--- config.mk ---
export PLATFORM = sky130hd
export DESIGN_NAME = hazard_fwd_unit
export DESIGN_NICKNAME = d
export VERILOG_FILES = /design/src/rtl/hzd_pkg.sv /design/src/rtl/fwd_operand_sel.sv /design/src/rtl/load_use_detect.sv /design/src/rtl/hazard_fwd_unit.sv
export SDC_FILE = /design/constraint.sdc
export NUM_CORES = 1
export LEC_CHECK = 0
export ABC_AREA = 0
export BUFFER_PORTS_ARGS = -buffer_cell sky130_fd_sc_hd__buf_2
export CORE_UTILIZATION = 30
export DETAILED_ROUTE_END_ITERATION = 12
export PLACE_DENSITY_LB_ADDON = 0.05
export SLEW_MARGIN = 30
export SYNTH_ARGS = -nofsm -noshare
export SYNTH_HDL_FRONTEND = slang
export SYNTH_SLANG_ARGS = --single-unit
--- constraint.sdc ---
create_clock -name vclk -period 1.3
set_input_delay 0.065 -clock vclk [all_inputs]
set_output_delay 0.065 -clock vclk [all_outputs]
set_load 0.005 [all_outputs]
--- src/rtl/hzd_pkg.sv ---
package hzd_pkg;

  typedef enum logic [1:0] {
    FWD_FROM_RF  = 2'b00,
    FWD_FROM_WB  = 2'b01,
    FWD_FROM_MEM = 2'b10
  } fwd_sel_e;

  localparam int unsigned NUM_OPERANDS = 2;

endpackage

--- src/rtl/fwd_operand_sel.sv ---
module fwd_operand_sel
  import hzd_pkg::*;
#(
  parameter int unsigned REG_ADDR_W = 5
) (
  input  logic [REG_ADDR_W-1:0] src,
  input  logic [REG_ADDR_W-1:0] mem_dst,
  input  logic                  mem_wr_en,
  input  logic [REG_ADDR_W-1:0] wb_dst,
  input  logic                  wb_wr_en,
  output fwd_sel_e              sel
);

  localparam logic [REG_ADDR_W-1:0] ZERO_REG = '0;

  logic mem_hit;
  logic wb_hit;

  // A stage qualifies only if it writes, targets a real register and matches.
  assign mem_hit = mem_wr_en && (mem_dst != ZERO_REG) && (mem_dst == src);
  assign wb_hit  = wb_wr_en  && (wb_dst  != ZERO_REG) && (wb_dst  == src);

  // Younger (memory-stage) result takes priority.
  always_comb begin
    if (mem_hit)     sel = FWD_FROM_MEM;
    else if (wb_hit) sel = FWD_FROM_WB;
    else             sel = FWD_FROM_RF;
  end

endmodule

--- src/rtl/load_use_detect.sv ---
module load_use_detect #(
  parameter int unsigned REG_ADDR_W = 5
) (
  input  logic [REG_ADDR_W-1:0] id_src_a,
  input  logic [REG_ADDR_W-1:0] id_src_b,
  input  logic [REG_ADDR_W-1:0] ex_ld_dst,
  input  logic                  ex_is_load,
  output logic                  stall
);

  logic hit_a;
  logic hit_b;

  assign hit_a = (ex_ld_dst == id_src_a);
  assign hit_b = (ex_ld_dst == id_src_b);
  assign stall = ex_is_load && (hit_a || hit_b);

endmodule

--- src/rtl/hazard_fwd_unit.sv ---
module hazard_fwd_unit
  import hzd_pkg::*;
#(
  parameter int unsigned REG_ADDR_W = 5
) (
  input  logic [REG_ADDR_W-1:0] ex_src_a,
  input  logic [REG_ADDR_W-1:0] ex_src_b,
  input  logic [REG_ADDR_W-1:0] mem_dst,
  input  logic                  mem_wr_en,
  input  logic [REG_ADDR_W-1:0] wb_dst,
  input  logic                  wb_wr_en,
  input  logic [REG_ADDR_W-1:0] id_src_a,
  input  logic [REG_ADDR_W-1:0] id_src_b,
  input  logic [REG_ADDR_W-1:0] ex_ld_dst,
  input  logic                  ex_is_load,
  output logic [1:0]            fwd_sel_a,
  output logic [1:0]            fwd_sel_b,
  output logic                  pc_write_en,
  output logic                  ifid_write_en,
  output logic                  ctrl_zero
);

  logic [NUM_OPERANDS-1:0][REG_ADDR_W-1:0] src_vec;
  fwd_sel_e                                sel_vec [NUM_OPERANDS];
  logic                                    stall;

  assign src_vec[0] = ex_src_a;
  assign src_vec[1] = ex_src_b;

  // One identical selector per ALU operand.
  for (genvar g = 0; g < NUM_OPERANDS; g++) begin : g_opnd
    fwd_operand_sel #(
      .REG_ADDR_W(REG_ADDR_W)
    ) i_sel (
      .src       (src_vec[g]),
      .mem_dst   (mem_dst),
      .mem_wr_en (mem_wr_en),
      .wb_dst    (wb_dst),
      .wb_wr_en  (wb_wr_en),
      .sel       (sel_vec[g])
    );
  end

  assign fwd_sel_a = sel_vec[0];
  assign fwd_sel_b = sel_vec[1];

  load_use_detect #(
    .REG_ADDR_W(REG_ADDR_W)
  ) i_ldu (
    .id_src_a   (id_src_a),
    .id_src_b   (id_src_b),
    .ex_ld_dst  (ex_ld_dst),
    .ex_is_load (ex_is_load),
    .stall      (stall)
  );

  // A stall freezes fetch and decode and injects a bubble into execute.
  assign pc_write_en   = !stall;
  assign ifid_write_en = !stall;
  assign ctrl_zero     = stall;

endmodule

# ---- Yosys cells after proc, flatten, opt, wreduce, memory -nomap -nowiden
# Index checks and enable logic that the tools add are counted.
dict set report totals {
  regBits 0
  input_bits 38
  out_inout_bits 7
}
dict set report classes {
  eq_ne 6
  n_mux 4
  reduce_logical 11
}
# cell n
set ops {}
lappend ops {{5-bit equality test} 6}
lappend ops {{5-bit nonzero test} 2}
lappend ops {{1-bit logical AND} 7}
lappend ops {{2-bit two-way mux} 2}
lappend ops {{1-bit two-way mux} 2}
lappend ops {{1-bit zero test} 1}
lappend ops {{1-bit logical OR} 1}

# ---- Longest topological paths before layout
dict set report depth {
  depth_word 5
  depth_mapped 5
  ltp_nobuf 4
}

# ---- Hierarchy
# From an unflattened synthesis, not the netlist that was laid out.
dict set report unflattened {
  hier_cells 59
  area_unflattened_um2 442.9
}
# module instances cells_each area_each_um2 seq_area_each_um2
set modules_own_cells {}
lappend modules_own_cells {fwd_operand_sel 2 21 158.9 0.0}
lappend modules_own_cells {load_use_detect 1 15 113.9 0.0}
lappend modules_own_cells {hazard_fwd_unit 1 2 11.3 0.0}

# ---- Least setup slack after synthesis
# Ideal clock, no wire load.
dict set report synth_timing {
  path_type {input -> output}
  start {input port mem_dst[0]}
  end {output port fwd_sel_b[0]}
  t_arrival_ns 1.091
  setup_slack_ns 0.144
  cell_stages 4
  path_buffers 0
  cell_sequence {or4_1 > o21ai_2 > nor4_1 > nor4_2}
}
dict set report synth_via {
  elab_chain_cells 4
}
# element line
set synth_rtl {}
lappend synth_rtl {{start, declared} hazard_fwd_unit.sv:8} ;# input logic [REG_ADDR_W-1:0] mem_dst,
lappend synth_rtl {{5-bit nonzero test} fwd_operand_sel.sv:20} ;# assign mem_hit = mem_wr_en && (mem_dst != ZERO_REG) && (mem_dst == src);
lappend synth_rtl {{1-bit logical AND} fwd_operand_sel.sv:20}
lappend synth_rtl {{1-bit logical AND *} fwd_operand_sel.sv:20}
lappend synth_rtl {{via g_opnd[1].i_sel.mem_hit} fwd_operand_sel.sv:16} ;# logic mem_hit;
lappend synth_rtl {{2-bit two-way mux *} fwd_operand_sel.sv:25} ;# if (mem_hit) sel = FWD_FROM_MEM;
lappend synth_rtl {{end, declared} hazard_fwd_unit.sv:17} ;# output logic [1:0] fwd_sel_b,
# The timed path passes the listed nets; every way through them passes the cells marked *.

# ---- Final worst setup path
dict set report layout_timing {
  start {input port mem_dst[3]}
  end {output port fwd_sel_b[0]}
}
dict set report layout_via {
  elab_chain_cells 4
}
# element line
set layout_rtl {}
lappend layout_rtl {{5-bit nonzero test} fwd_operand_sel.sv:20}
lappend layout_rtl {{1-bit logical AND} fwd_operand_sel.sv:20}
lappend layout_rtl {{1-bit logical AND *} fwd_operand_sel.sv:20}
lappend layout_rtl {{2-bit two-way mux *} fwd_operand_sel.sv:25}
# Mark *: on every way between the ends. The rest lies on a longest branch, timed or not.

==> flow_summary_export.csv <==
group,metric,value,unit
timing,finalCritPeriodShare,104.4,%
die,die_area,1516,µm²
cells_and_area,nClkBuffers,0,
timing,worst_pin_slew,0.2883,ns
clock_tree,postCtsHoldBufs,0,
timing,rsz0062_at_grt,"yes",
timing,fmax,0.7366,GHz
worst_setup_path,path_class,"in2out",
placement,portBuffers,45,
route,drtIter0Drc,0,
cells_and_area,drive_gt1_share,59.00,%
timing,drv_slew,0,
worst_setup_path,start_kind,"input port",
die,dieHeight,38.93,µm
global_routing,grt_pass1_vias,447,
power_and_ir_drop,p_per_area,320.7,nW/µm²
route,routed_wl,1290,µm
cells_and_area,final_area,743.2,µm²
run,cap_violations,0,
cells_and_area,n_antenna_cell,0,
route,drc,0,
timing,fin_ws,-0.05753,ns
cells_and_area,final_core_util,62.66,%
synth,ys_seq_area_share,0,%
global_routing,overflow,0,
placement,hpwl,1095,µm
timing,setup_viol,2,
synth,synth_area,409.1,µm²
power_and_ir_drop,irDropWorstVdd,0.0001491,V
route,met3WireLength,97,µm
synth,synth_top_area_cell,"xnor2_1",
synth,yosys.area.top_type_share,51.38,%
die,core,1186,µm²
timing,hold_violations,0,
synth,synthCells,52,
power_and_ir_drop,leakagePower,0.3298,nW
worst_setup_path,endpoint_kind,"output port",
synth,yosysWarnings,0,
die,floorplan.rows,12,
worst_setup_path,worstPathArrival,1.29,ns
placement,placed_area,674.4,µm²
die,die-width,38.93,µm
global_routing,antenna_found_initial,0,
route,via_count,530,
synth,synthDistinctLibCells,13,
placement,finalWeightedCongestion,0.7639,
synth,avgSynthCellArea,7.868,µm²
run_status,violations,"setup timing",
route,via_per_inst,4.649,
route,post_drt_wl_per_cell,11.32,µm
die,initial_core_util,34.49,%
timing,setup_tns,-0.06208,ns
worst_hold_path,holdCritPathClass,"in2out",
cells_and_area,fillers,106,
global_routing,grt_pass1_wl,1973,µm
timing,slew_headroom,80.72,%
cells_and_area,seq_cell_count,0,
route,top_layer,"met3",
worst_setup_path,worst_ep_required_time,1.24,ns
cells_and_area,ff_latch_area,0,µm²
route,wl_met1,537,µm
worst_setup_path,path_max_fanout,2,
run_status,outcome,"finished, violations left",
route,routed-wl-met2,655,µm
global_routing,grt_usage,18.34,%
synth,synthTopCellsByArea,"xnor2_1, xor2_1, nand4_1",
die,io_pins,45,
synth,syn-num-nets,90,
cells_and_area,nNetsFinal,140,
route,dr.pass1.iters,1,
cells_and_area,area_growth,81.65,%
timing,layout_min_cycle_time,1.358,ns
power_and_ir_drop,finalPower,0.2383,mW
route,ant_nets,0,
global_routing,grt_max_degree,4,
report_power, final:
group / total (mW) / internal, mW / leakage (nW) / switching (mW)
clock: 0 / 0 / 0 / 0
combinational: 0.238 / 0.130 / 0.330 / 0.108
sequential: 0 / 0 / 0 / 0
total: 0.238 / 0.130 / 0.330 / 0.108
cell type report:
class / instances / area, µm² / share of cell area (%)
multi-input cells: 49 / 442.9 / 59.60
well taps: 14 / 17.52 / 2.357
repair buffers: 51 / 282.8 / 38.05
critical path, stage by stage:
cell	delay, ns
buf_6	0.09
or4_4	0.54
o21ai_4	0.20
nor4_4	0.06
nor4_2	0.19
buf_2	0.14
final timing paths:
| kind | slack [ns] | end | cells past startpoint | start |
|---|---|---|---|---|
| hold / removal | 0.38 | ifid_write_en | 3 | ex_is_load |
| setup / recovery | -0.06 | fwd_sel_b[0] | 6 | mem_dst[3] |
metrics by stage:
stage               setup WS (ns)  std cells  hold slack, ns
finish                   -0.05753        114          0.3793
global route              -0.1019        114          0.4023
CTS                      -0.07923        114          0.3807
detailed placement       -0.08914        114          0.3790
global placement         -0.08479        114          0.3736
floorplan                  0.1438         52          0.1824
kinds of logic after synthesis:
kind of cell	after synthesis	share of synthesized area (%)
AOI/OAI and AO/OA	2	3.671
buffers and inverters	3	5.504
xor gates and xnor gates	30	64.22
and+or+nand+nor	17	26.60
cell usage in the layout, fill, tap and decap left out:
cell type,Yosys,layout
buf_2,0,43
xnor2_1,24,22
xor2_1,6,6
buf_4,3,6
nand4_1,4,4
nand2_1,3,3
xnor2_2,0,2
nand3_1,2,2
nor4_4,0,2
nor4_2,2,2
buf_6,0,2
or4_4,0,1
o21ai_4,0,1
or4_1,2,1
nor2_1,1,1
o22ai_1,1,1
and2_1,1,1
routing by layer:
layer  vias up  global-route usage (%)
met4         0                       0
met1       224                   21.96
met3         0                  0.5780
li1        278                       -
met5         -                       0
met2        28                   37.08
cell usage after synthesis:
master / count
xor2_1: 6
buf_4: 3
nand3_1: 2
nand4_1: 4
o21ai_2: 1
nor4_1: 2
nor4_2: 2
and2_1: 1
nor2_1: 1
o22ai_1: 1
xnor2_1: 24
nand2_1: 3
or4_1: 2
what timing repair did:
item / CTS / global route
setup buffers: 0 / 0
pin swaps: 6 / 2
gates resized for setup: 7 / 3
endpoints found under the setup margin: 2 / 3
No activity file was read; power rests on OpenSTA's default activity.
